### config.mk
export PLATFORM = sky130hd
export DESIGN_NAME = txring_engine
export DESIGN_NICKNAME = d
export VERILOG_FILES = /design/src/rtl/txr_pkg.sv /design/src/rtl/txr_len_decode.sv /design/src/rtl/txr_ring_idx.sv /design/src/rtl/txr_stream_out.sv /design/src/rtl/txring_engine.sv
export SDC_FILE = /design/constraint.sdc
export NUM_CORES = 1
export LEC_CHECK = 0
export CAP_MARGIN = 20
export CORE_UTILIZATION = 48
export CTS_CLUSTER_DIAMETER = 120
export DETAILED_ROUTE_END_ITERATION = 7
export PLACE_DENSITY = 0.82
export SETUP_SLACK_MARGIN = 0.4
export SYNTH_ARGS = -nofsm -noshare
export SYNTH_HDL_FRONTEND = slang
export SYNTH_SLANG_ARGS = --single-unit
### constraint.sdc
create_clock -name clk -period 8.56 [get_ports clk]
set_input_delay 1.284 -clock clk [delete_from_list [all_inputs] [get_ports clk]]
set_output_delay 1.284 -clock clk [all_outputs]
set_load 0.01 [all_outputs]
### src/rtl/txr_pkg.sv
package txr_pkg;
    typedef enum logic [2:0] {
        S_IDLE,
        S_FREQ,
        S_FCAP,
        S_EVAL,
        S_DATA,
        S_DRAIN,
        S_NEXT
    } txr_state_e;

    localparam logic [7:0] ST_READY    = 8'h83;
    localparam logic [7:0] ST_RETURNED = 8'h03;
    localparam int         ENTRY_SHIFT = 3;
    localparam int         OFF_STATUS  = 2;
    localparam logic [2:0] FETCH_LAST  = 3'd5;
endpackage

### src/rtl/txr_len_decode.sv
module txr_len_decode #(
    parameter int MAX_LEN = 1544,
    parameter int CNT_W   = $clog2(MAX_LEN + 1)
) (
    input  logic [7:0]       len_hi,
    input  logic [7:0]       len_lo,
    output logic [CNT_W-1:0] byte_cnt
);
    logic [15:0] raw;
    logic [15:0] mag;
    logic        out_of_range;

    always_comb begin
        raw          = {len_hi, len_lo};
        mag          = ~raw + 16'd1;
        out_of_range = (mag == 16'd0) || (mag > 16'(MAX_LEN));
        byte_cnt     = out_of_range ? CNT_W'(MAX_LEN) : mag[CNT_W-1:0];
    end
endmodule

### src/rtl/txr_ring_idx.sv
module txr_ring_idx #(
    parameter int RING_LOG = 4
) (
    input  logic                clk,
    input  logic                rst_n,
    input  logic                load,
    input  logic                step,
    input  logic                adv,
    output logic [RING_LOG-1:0] cur_idx,
    output logic                last_entry
);
    localparam int RING = 1 << RING_LOG;
    localparam logic [RING_LOG-1:0] LAST_SEEN = RING_LOG'(RING - 2);

    logic [RING_LOG-1:0] ptr_q;
    logic [RING_LOG-1:0] idx_q;
    logic [RING_LOG-1:0] seen_q;

    always_ff @(posedge clk or negedge rst_n) begin
        if (!rst_n) begin
            ptr_q  <= '0;
            idx_q  <= '0;
            seen_q <= '0;
        end else begin
            if (adv) begin
                ptr_q <= ptr_q + 1'b1;
            end
            if (load) begin
                idx_q  <= ptr_q;
                seen_q <= '0;
            end else if (step) begin
                idx_q  <= idx_q + 1'b1;
                seen_q <= seen_q + 1'b1;
            end
        end
    end

    assign cur_idx    = idx_q;
    assign last_entry = (seen_q == LAST_SEEN);
endmodule

### src/rtl/txr_stream_out.sv
module txr_stream_out (
    input  logic clk,
    input  logic rst_n,
    input  logic issue,
    input  logic first,
    input  logic final_byte,
    output logic vld,
    output logic sop,
    output logic eop
);
    always_ff @(posedge clk or negedge rst_n) begin
        if (!rst_n) begin
            vld <= 1'b0;
            sop <= 1'b0;
            eop <= 1'b0;
        end else begin
            vld <= issue;
            sop <= issue && first;
            eop <= issue && final_byte;
        end
    end
endmodule

### src/rtl/txring_engine.sv
module txring_engine #(
    parameter int RING_LOG = 4,
    parameter int MAX_LEN  = 1544,
    parameter int ADDR_W   = 32
) (
    input  logic              clk,
    input  logic              rst_n,
    input  logic [ADDR_W-1:0] ring_base,
    input  logic              kick,
    input  logic              stop,
    output logic              mem_rd,
    output logic              mem_wr,
    output logic [ADDR_W-1:0] mem_addr,
    output logic [7:0]        mem_wdata,
    input  logic [7:0]        mem_rdata,
    output logic              tx_valid,
    output logic [7:0]        tx_data,
    output logic              tx_sop,
    output logic              tx_eop,
    output logic              tint
);
    import txr_pkg::*;

    localparam int CNT_W = $clog2(MAX_LEN + 1);

    txr_state_e state_q, state_d;

    logic [7:0]          desc_q [0:7];
    logic [2:0]          boff_q;
    logic [CNT_W-1:0]    cnt_q;
    logic [CNT_W-1:0]    bidx_q;
    logic                kick_pend_q;
    logic                tint_q;

    logic [RING_LOG-1:0] cur_idx;
    logic                scan_done;
    logic [CNT_W-1:0]    dec_cnt;
    logic                start_scan;
    logic                first_byte;
    logic                final_byte;
    logic                issue;
    logic [ADDR_W-1:0]   base_al;
    logic [ADDR_W-1:0]   desc_base;
    logic [ADDR_W-1:0]   buf_addr;

    // descriptor and buffer addressing
    assign base_al    = ring_base & ~ADDR_W'(7);
    assign desc_base  = base_al + ADDR_W'({cur_idx, 3'b000});
    assign buf_addr   = ADDR_W'({desc_q[3], desc_q[0], desc_q[1]});
    assign start_scan = !stop && (kick || kick_pend_q);
    assign first_byte = (bidx_q == '0);
    assign final_byte = (bidx_q == cnt_q - CNT_W'(1));

    txr_len_decode #(
        .MAX_LEN (MAX_LEN),
        .CNT_W   (CNT_W)
    ) u_len (
        .len_hi   (desc_q[4]),
        .len_lo   (desc_q[5]),
        .byte_cnt (dec_cnt)
    );

    txr_ring_idx #(
        .RING_LOG (RING_LOG)
    ) u_ring (
        .clk        (clk),
        .rst_n      (rst_n),
        .load       (state_q == S_IDLE && start_scan),
        .step       (state_q == S_NEXT),
        .adv        (state_q == S_DRAIN),
        .cur_idx    (cur_idx),
        .last_entry (scan_done)
    );

    txr_stream_out u_out (
        .clk        (clk),
        .rst_n      (rst_n),
        .issue      (issue),
        .first      (first_byte),
        .final_byte (final_byte),
        .vld        (tx_valid),
        .sop        (tx_sop),
        .eop        (tx_eop)
    );

    // state register
    always_ff @(posedge clk or negedge rst_n) begin
        if (!rst_n) begin
            state_q <= S_IDLE;
        end else begin
            state_q <= state_d;
        end
    end

    // next state
    always_comb begin
        state_d = state_q;
        unique case (state_q)
            S_IDLE:  if (start_scan) state_d = S_FREQ;
            S_FREQ:  state_d = S_FCAP;
            S_FCAP:  state_d = (boff_q == FETCH_LAST) ? S_EVAL : S_FREQ;
            S_EVAL:  state_d = (desc_q[OFF_STATUS] == ST_READY) ? S_DATA : S_NEXT;
            S_DATA:  if (final_byte) state_d = S_DRAIN;
            S_DRAIN: state_d = S_NEXT;
            S_NEXT:  state_d = (scan_done || stop) ? S_IDLE : S_FREQ;
            default: state_d = S_IDLE;
        endcase
    end

    // outputs
    always_comb begin
        mem_rd    = 1'b0;
        mem_wr    = 1'b0;
        mem_addr  = '0;
        mem_wdata = 8'h00;
        issue     = 1'b0;
        unique case (state_q)
            S_FREQ: begin
                mem_rd   = 1'b1;
                mem_addr = desc_base + ADDR_W'(boff_q);
            end
            S_DATA: begin
                mem_rd   = 1'b1;
                mem_addr = buf_addr + ADDR_W'(bidx_q);
                issue    = 1'b1;
            end
            S_DRAIN: begin
                mem_wr    = 1'b1;
                mem_addr  = desc_base + ADDR_W'(OFF_STATUS);
                mem_wdata = ST_RETURNED;
            end
            default: ;
        endcase
    end

    assign tx_data = tx_valid ? mem_rdata : 8'h00;
    assign tint    = tint_q;

    // control datapath
    always_ff @(posedge clk or negedge rst_n) begin
        if (!rst_n) begin
            boff_q      <= '0;
            cnt_q       <= '0;
            bidx_q      <= '0;
            kick_pend_q <= 1'b0;
            tint_q      <= 1'b0;
        end else begin
            tint_q <= (state_q == S_DRAIN);

            if (stop || state_q == S_IDLE) begin
                kick_pend_q <= 1'b0;
            end else if (kick) begin
                kick_pend_q <= 1'b1;
            end

            unique case (state_q)
                S_IDLE, S_NEXT: boff_q <= '0;
                S_FCAP:         boff_q <= boff_q + 3'd1;
                S_EVAL: begin
                    cnt_q  <= dec_cnt;
                    bidx_q <= '0;
                end
                S_DATA:         bidx_q <= bidx_q + CNT_W'(1);
                default: ;
            endcase
        end
    end

    // descriptor byte capture
    always_ff @(posedge clk) begin
        if (state_q == S_FCAP) begin
            desc_q[boff_q] <= mem_rdata;
        end
    end
endmodule

After elaboration in Yosys (flattened, before gate mapping)
Memories as Yosys holds them, arrays and structs flattened.
Index checks and enable logic that the tools add are counted.
{"block": "op_classes", "add_sub_neg": 11, "n_lt_le_gt_ge": 1, "eq_ne": 12, "muxes": 23, "bitwise_logic": 1, "reduce_logical": 19}
{"op": "32-bit case mux with 3 select lines", "count": 1}
{"op": "32-bit by 2-bit adder with 32-bit output (second input constant)", "count": 1}
{"op": "32-bit by 3-bit adder with 32-bit output", "count": 1}
{"op": "32-bit by 7-bit adder with 32-bit output", "count": 1}
{"op": "24-bit by 11-bit adder with 25-bit output", "count": 1}
{"op": "11-bit case mux with 2 select lines", "count": 1}
{"op": "3-bit case mux with 7 select lines", "count": 1}
{"op": "16-bit by 1-bit adder with 16-bit output (second input constant)", "count": 1}
{"op": "16-bit by 11-bit greater-than comparator with 1-bit output (second input constant)", "count": 1}
{"op": "16-bit zero test", "count": 1}
{"op": "4-bit 2-to-1 mux", "count": 4}
{"op": "16-bit inverter", "count": 1}
{"op": "4-bit by 1-bit adder with 4-bit output (second input constant)", "count": 3}
{"op": "3-bit == test (second input constant)", "count": 4}
{"op": "11-bit by 1-bit adder with 11-bit output (second input constant)", "count": 1}
{"op": "11-bit == test", "count": 1}
{"op": "11-bit zero test", "count": 1}
{"op": "11-bit 2-to-1 mux", "count": 1}
{"op": "11-bit by 1-bit subtractor with 11-bit output (second input constant)", "count": 1}
{"op": "8-bit == test (second input constant)", "count": 1}
{"op": "1-bit 2-to-1 mux", "count": 8}
{"op": "8-bit 2-to-1 mux", "count": 1}
{"op": "2-bit nonzero test", "count": 4}
{"op": "3-bit by 2-bit == test with 1-bit output (second input constant)", "count": 2}
{"op": "other kinds (14)", "count": 24}
{"block": "totals", "ff_bits": 45, "ram_bits": 64, "out_inout_bits": 54, "word_cells": 80, "mem_count": 1}
{"memory": "desc_q", "words": 8, "word_bits": 8, "read_ports": 6, "rd_ports_with_merged_regs": 0, "write_ports": 1, "line_no": "txring_engine.sv:28", "rtl": "logic [7:0] desc_q [0:7];"}

Logic depth before layout (Yosys ltp)
Gate-level depths: netlist of the first run.
An unclocked memory read counts as a cell.
{"block": "depth", "word_depth": 6, "ltp_mapped": 10, "ltp_nobuf": 8}

Cells and area by module
A second synthesis of the first run with hierarchy kept.
{"block": "hier_totals", "hier_cells": 652, "hier_area_um2": 6393.6}
{"mod": "txring_engine", "instances": 1, "cells_each": 512, "area_each_um2": 5161.2, "seq_area_each_um2": 2192.1}
{"mod": "txr_ring_idx", "instances": 1, "cells_each": 50, "area_each_um2": 586.8, "seq_area_each_um2": 300.3}
{"mod": "txr_len_decode", "instances": 1, "cells_each": 85, "area_each_um2": 558.0, "seq_area_each_um2": 0.0}
{"mod": "txr_stream_out", "instances": 1, "cells_each": 5, "area_each_um2": 87.6, "seq_area_each_um2": 75.1}

Worst setup path before layout of the first run
No wires, ideal clock.
{"block": "synth_timing", "path_kind": "input-to-output", "start": "input port ring_base[3]", "end": "output port mem_addr[13]", "t_arrival_ps": 2875, "t_required_ps": 7276, "slack_ps": 4401, "path_stages": 8, "path_buffers": 1, "cell_sequence": "ha_1 -> fa_1 -> a21o_1 -> a21o_1 -> clkbuf_1 -> nand4_1 -> xor2_1 -> o22ai_1"}
{"block": "synth_between", "elab_chain_cells": 3}
{"item": "start: declaration", "line_no": "txring_engine.sv:8", "rtl": "input logic [ADDR_W-1:0] ring_base,"}
{"item": "32-bit by 7-bit adder with 32-bit output *", "line_no": "txring_engine.sv:48", "rtl": "assign desc_base = base_al + ADDR_W'({cur_idx, 3'b000});"}
{"item": "32-bit by 2-bit adder with 32-bit output / 32-bit by 3-bit adder with 32-bit output (equally long branches)", "line_no": "txring_engine.sv:129, txring_engine.sv:120"}
{"item": "32-bit case mux with 3 select lines *", "line_no": "txring_engine.sv:117", "rtl": "unique case (state_q)"}
{"item": "end: declaration", "line_no": "txring_engine.sv:13", "rtl": "output logic [ADDR_W-1:0] mem_addr,"}
Mark *: on every way between the ends. The rest lies on a longest branch, timed or not.

Worst setup path in the final report of the first run
{"block": "layout_timing", "start": "input port ring_base[3]", "end": "output port mem_addr[31]"}
The elaborated chain is that of the path after synthesis.

==> flow_summary.yaml, run 1 <==
critical_path:
  crit_required_ns: 7.28
  worstPathArrival_ns: 4.23
  worst-r2r-cell-count: 8
  path_cells: "clkdlybuf4s50_1, ha_1, fa_1, a21o_1, a21o_1, nand3_1, or2_2, or3_1, a21oi_1, clkdlybuf4s50_1"
  cp-startpoint: "ring_base[3]"
  critPathSlowestCell: "clkdlybuf4s50_1"
  reg2reg_setup_slack_ns: 5.66
  cp.depth: 10
  rr_startpoint: "desc_q[5][0]"
  r2r_end: "cnt_q[4]"
  critPathKind: "primary input to output port"
  max_stage_delay_ns: 0.57
  crit_fanout: 11
  endpoint_kind: "output port"
  start_kind: "primary input"
  path_buf_inv: 2
  cp_top_family: "buffers and inverters"
  endpoint: "mem_addr[31]"
cells_and_area:
  multi_input_area_sq_um: 3320
  antennaDiodeCount: 0
  fin_util: 0.603
  seqCellArea_sq_um: 2570
  fillerInstances: 1041
  synthToLayoutAreaGrowth_pct: 20.1
  nNetsFinal: 776
  layout-drive-gt1-share: 0.0465
drt:
  wirelength_microns: 14900
  vias_per_cell: 5.94
  drt-initial-drc-count: 365
  ant_nets: 0
  drt-pass1-iter-count: 5
  route.detailed.drc: 0
  wire_per_inst_microns: 17.0
  vias: 5210
floorplan:
  chipWidth_microns: 115
  dieArea_sq_um: 13200
  start_util: 0.502
  rows: 40
  coreArea_sq_um: 12200
  io_pins: 98
  die_y_microns: 115
pwr:
  power_density_nw_per_um2: 222
  peakVddDrop_v: 0.000168
  p_leak_nw: 2.72
clock_network:
  cts_sinks: 93
  cts_resized: 0
  clk_latency_ns: 0.34
  cts_setup_buffers: 0
  cts_buffers: 9
  clk_path_buf_depth: 2
  cts.clk_slew.worst_paths_ns: 0.06
  htree_levels: 3
  root_buffer: "clkbuf_16"
  cts_hold_buf: 0
  cts_tree: "yes"
synth:
  synth_seq_cells: 93
  synth-edff-count: 48
  ys_types: 69
  synth_cells: 637
  async_flop_share: 0.484
  synth_area_leaders: "edfxtp_1 23%, dfrtp_1 18%, xor2_1 6.4%"
  synth_top_area_frac: 0.235
  syn_avg_cell_area_sq_um: 9.63
  synth_flop_cell: "edfxtp_1"
  synth_warnings: 0
  yosys.area.top_type: "edfxtp_1"
  seq_area_frac_synth: 0.419
  netlist_area_sq_um: 6130
timing:
  rsz0062_at_grt: "false"
  max-slew-margin-rel: 0.282
  hold_viol_final: 0
  finalSetupViolations: 0
  finalCriticalPeriod_ns: 5.52
  finalCritPeriodShare: 0.645
  finalMaxSlewViolations: 0
  setup_tns_ns: 0
  hold_slack_ns: 0.490
  clock.fmax_mhz: 181
  worst_pin_slew_ns: 1.07
  skew_ns: 0.00743
place:
  place_congestion: 0.911
  dpl.hpwl_microns: 11200
  portBuffers: 88
global_routing:
  grt_pass1_wl_microns: 24300
  grt_max_degree: 46
  grt_pass1_vias: 5086
  grt-ovfl-total: 0
  track_usage: 0.235
  antenna_found_initial: 0
worst_hold_path:
  min_path_type: "flip-flop to flip-flop"
status:
  status: "finished clean"
job:
  cap_violations: 0
-- flip-flops by register name, summed over array words and instances, names as in the netlist, 3 cells and up --
register,cells
u_ring.seen_q,4
cnt_q,11
boff_q,3
state_q,3
desc_q,48
u_ring.cur_idx,4
bidx_q,11
u_ring.ptr_q,4
-- worst min-delay path by stage --
stage	start	end	depth (start not counted)
final	u_ring.ptr_q[3]	u_ring.ptr_q[3]	1
after global routing	u_ring.ptr_q[3]	u_ring.ptr_q[3]	1
after CTS	u_ring.ptr_q[3]	u_ring.ptr_q[3]	1
after detailed placement	u_ring.ptr_q[3]	u_ring.ptr_q[3]	1
after global placement	u_ring.ptr_q[3]	u_ring.ptr_q[3]	1
after floorplan	u_ring.ptr_q[3]	u_ring.ptr_q[3]	1
-- where the power goes --
| group | internal [W] | switching, W | total (W) |
|---|---|---|---|
| Clock | 0.000224 | 0.000162 | 0.000386 |
| Sequential | 0.000540 | 0.0000934 | 0.000633 |
| Combinational | 0.000296 | 0.000322 | 0.000618 |
| Total | 0.00106 | 0.000578 | 0.00164 |
-- cells in the mapped netlist, drive strengths merged (4+ instances only) --
master  count
edfxtp     48
nor2       48
dfrtp      45
xor2       45
nand2      41
o21ai      36
xnor2      31
clkbuf     28
ha         25
nand3      23
nand4      22
a21oi      21
o22ai      21
nor3       16
inv        15
and2       13
buf        13
nor2b      12
nor4       10
nand2b      9
a22o        8
o211ai      8
nor4b       6
a21o        5
or3         5
or4         5
a22oi       4
a31oi       4
and3        4
nand3b      4
nor3b       4
o21bai      4
o31ai       4
or2         4
-- through the flow --
stage               total power [W]  instances  area (sq um)  setup slack [ns]
floorplan                  0.000978        642          6150              4.40
global placement            0.00122        858          7040              3.13
detailed placement          0.00125        858          7040              3.05
CTS                         0.00163        873          7330              3.04
global route                0.00173        877          7370              2.84
finish                      0.00164        877          7370              3.04
-- placed cells by master, fill, tap and decap left out, types with 12 or more instances in the layout --
cell,n
xor2_1,45
clkdlybuf4s50_1,87
inv_1,15
dfrtp_1,45
nor2_1,48
and2_1,13
a21oi_1,21
o21ai_0,36
edfxtp_1,48
o22ai_1,21
nand4_1,21
ha_1,25
nand2_1,41
nor3_1,14
nor2b_1,12
xnor2_1,31
nand3_1,23
-- cell families after synthesis --
logic type | after synthesis | synth area share
buffers and inverters | 57 | 0.0430
multiplexers | 5 | 0.00877
AND/OR/NAND/NOR | 233 | 0.205
AO/OA/AOI/OAI | 145 | 0.158
flip-flops | 93 | 0.419
XOR/XNOR | 76 | 0.109
adder cells (fa/ha/maj) | 27 | 0.0575
other | 1 | 0.000611
-- final cells by class --
type / instances / share of cell area
Inverter: 16 / 0.00815
Clock buffer: 9 / 0.0306
Tap cell: 168 / 0.0285
Multi-Input combinational cell: 492 / 0.451
Sequential cell: 93 / 0.348
Timing Repair Buffer: 93 / 0.125
Clock inverter: 6 / 0.00849
-- per-layer routing --
layer  vias to the layer above  global-route usage  routed length [microns]
met4                         0               0.100                      358
met2                       206               0.405                     7390
met1                      2496               0.292                     6200
met3                        28              0.0369                      989
met5                         -                   0                        0
li1                       2480                   -                        -
No activity file was read; power rests on OpenSTA's default activity.
==> inputs of run 2 (changes only) <==
==> constraint.sdc (replaced) <==
create_clock -name clk -period 5.2 [get_ports clk]
set_input_delay 0.78 -clock clk [delete_from_list [all_inputs] [get_ports clk]]
set_output_delay 0.78 -clock clk [all_outputs]
set_load 0.01 [all_outputs]
==> run 2 against run 1 <==
Critical endpoint is now mem_addr[22]. Sequential power is 66% higher. Largest power group unchanged. Count of clock-buffer cells in the layout grew 1. First-iteration DRC count down 7.1%. Largest cell class unchanged.
==> flow_summary.yaml, run 2 (synthesized netlist as in run 1, its figures left out) <==
status:
  status: "finished clean"
timing:
  finalSetupViolations: 0
  finalCritPeriodShare: 0.881
  clock.fmax_mhz: 218
  max-slew-margin-rel: 0.238
  rsz0062_at_grt: "false"
  hold_viol_final: 0
  worst_pin_slew_ns: 1.13
  setup_tns_ns: 0
  finalCriticalPeriod_ns: 4.58
  hold_slack_ns: 0.254
  skew_ns: 0.00841
  finalMaxSlewViolations: 0
clock_network:
  cts_buffers: 9
  root_buffer: "clkbuf_16"
  clk_latency_ns: 0.34
  cts_resized: 0
  clk_path_buf_depth: 2
  cts.clk_slew.worst_paths_ns: 0.06
  cts_setup_buffers: 0
  cts_sinks: 93
  htree_levels: 3
  cts_tree: "yes"
  cts_hold_buf: 0
floorplan:
  chipWidth_microns: 115
  start_util: 0.502
  die_y_microns: 115
  io_pins: 98
  rows: 40
  dieArea_sq_um: 13200
  coreArea_sq_um: 12200
pwr:
  power_density_nw_per_um2: 374
  clkPwrFrac: 0.257
  p_sw_w: 0.000964
  peakVddDrop_v: 0.000219
  p_leak_nw: 2.76
  switching_share: 0.347
  p_int_w: 0.00181
  pwr-share-comb: 0.366
  power_frac_seq: 0.377
global_routing:
  track_usage: 0.231
  grt_util_met2: 0.395
  globalRouteMet1Util: 0.300
  use_met3: 0.0337
  antenna_found_initial: 0
  grt-ovfl-total: 0
  grt_pass1_wl_microns: 24000
  grt_busiest_layer: "met2"
  grt_max_degree: 46
  grt_pass1_vias: 4913
drt:
  drt-initial-drc-count: 339
  wirelength_microns: 15000
  wire_per_inst_microns: 17.0
  vias: 5233
  ant_nets: 0
  drt-pass1-iter-count: 6
  route.detailed.drc: 0
  vias_per_cell: 5.95
critical_path:
  critPathKind: "flip-flop to output port"
  worstPathArrival_ns: 3.80
  endpoint_kind: "output port"
  crit_fanout: 8
  crit_required_ns: 4.42
  start_kind: "flip-flop"
cells_and_area:
  largest_reg_flops: 48
  antennaDiodeCount: 0
  multi_input_area_sq_um: 3320
  reg_top3: "desc_q: 48 flops, bidx_q: 11 flops, cnt_q: 11 flops"
  layout-drive-gt1-share: 0.0520
  nNetsFinal: 778
  final_cell_mix: "87 x clkdlybuf4s50_1, 48 x nor2_1, 48 x edfxtp_1, 45 x xor2_1, 45 x dfrtp_1"
  final_common_cell: "clkdlybuf4s50_1"
  fillerInstances: 1018
  seqCellArea_sq_um: 2570
  largest-register: "desc_q"
  synthToLayoutAreaGrowth_pct: 21.0
job:
  cap_violations: 0
place:
  dpl.hpwl_microns: 11100
  portBuffers: 88
  place_congestion: 0.919
worst_hold_path:
  min_path_type: "primary input to asynchronous set/reset pin"
==> run 2: changes by cell type in the layout (fill, tap and decap cells not counted), sizes merged <==
| cell | change |
|---|---|
| inv | +1 |
| bufinv | +1 |
| clkinvlp | -2 |
| buf | +1 |
| clkbuf | +2 |
==> run 2: routing by layer <==
metal | vias to the layer above | part of all wire
met4 | 0 | 0.019
met1 | 2503 | 0.42
met3 | 28 | 0.070
met2 | 218 | 0.49
met5 | - | 0
li1 | 2484 | -
==> run 2: layout make-up <==
| class | instances | share of cell area |
|---|---|---|
| Timing Repair Buffer | 95 | 0.126 |
| Clock buffer | 10 | 0.0322 |
| Clock inverter | 6 | 0.0123 |
| Tap cell | 168 | 0.0283 |
| Inverter | 16 | 0.00809 |
| Sequential cell | 93 | 0.346 |
| Multi-Input combinational cell | 492 | 0.447 |
==> run 2: power by group through the flow <==
stage / logic [W] / registers (W) / clock network (W)
floorplan: 0.000620 / 0.000990 / 0
global placement: 0.000963 / 0.00105 / 0
detailed placement: 0.000998 / 0.00106 / 0
CTS: 0.00101 / 0.00105 / 0.000722
global route: 0.00111 / 0.00107 / 0.000749
finish: 0.00102 / 0.00105 / 0.000713
==> run 2: worst max-delay path: stages (launching register included) <==
cell and delay, ns:
dfrtp_1 0.48, ha_1 0.27, fa_1 0.42, a21oi_1 0.30, o211ai_1 0.19, a311oi_1 0.75, nor2b_1 0.13, xnor2_1 0.16
o22ai_1 0.17, clkdlybuf4s50_1 0.59
==> run 2: worst paths after layout <==
check / from / to / slack (ns) / depth (start not counted)
setup reg to reg: desc_q[5][0] / cnt_q[4] / 2.27 / 8
hold / removal: rst_n / cnt_q[7] / 0.25 / 1
min in group clk: u_ring.ptr_q[3] / u_ring.ptr_q[3] / 0.48 / 1
max in group asynchronous: rst_n / bidx_q[5] / 4.51 / 2
hold reg to reg: u_ring.ptr_q[3] / u_ring.ptr_q[3] / 0.48 / 1
setup / recovery: bidx_q[0] / mem_addr[22] / 0.62 / 9
==> run 2: stage by stage <==
step           total power, W  worst slack [ns]  area, sq um   util  cells
4_1_cts               0.00278             0.635         7380  0.604    875
3_3_place_gp          0.00201             0.782         7050  0.577    859
2_1_floorplan         0.00161              2.03         6150      -    642
5_1_grt               0.00293             0.410         7420  0.608    880
6_report              0.00278             0.617         7420  0.608    880
3_5_place_dp          0.00206             0.718         7050  0.577    859
==> inputs of run 3 (changes only) <==
--- a/config.mk
+++ b/config.mk
@@ -8,6 +8,7 @@
 export CAP_MARGIN = 20
 export CORE_UTILIZATION = 48
 export CTS_CLUSTER_DIAMETER = 120
+export CTS_CLUSTER_SIZE = 20
 export DETAILED_ROUTE_END_ITERATION = 7
 export PLACE_DENSITY = 0.82
 export SETUP_SLACK_MARGIN = 0.4
==> results of run 3 <==
Same layout as run 2: the final DEF is identical, and so are final timing and power.
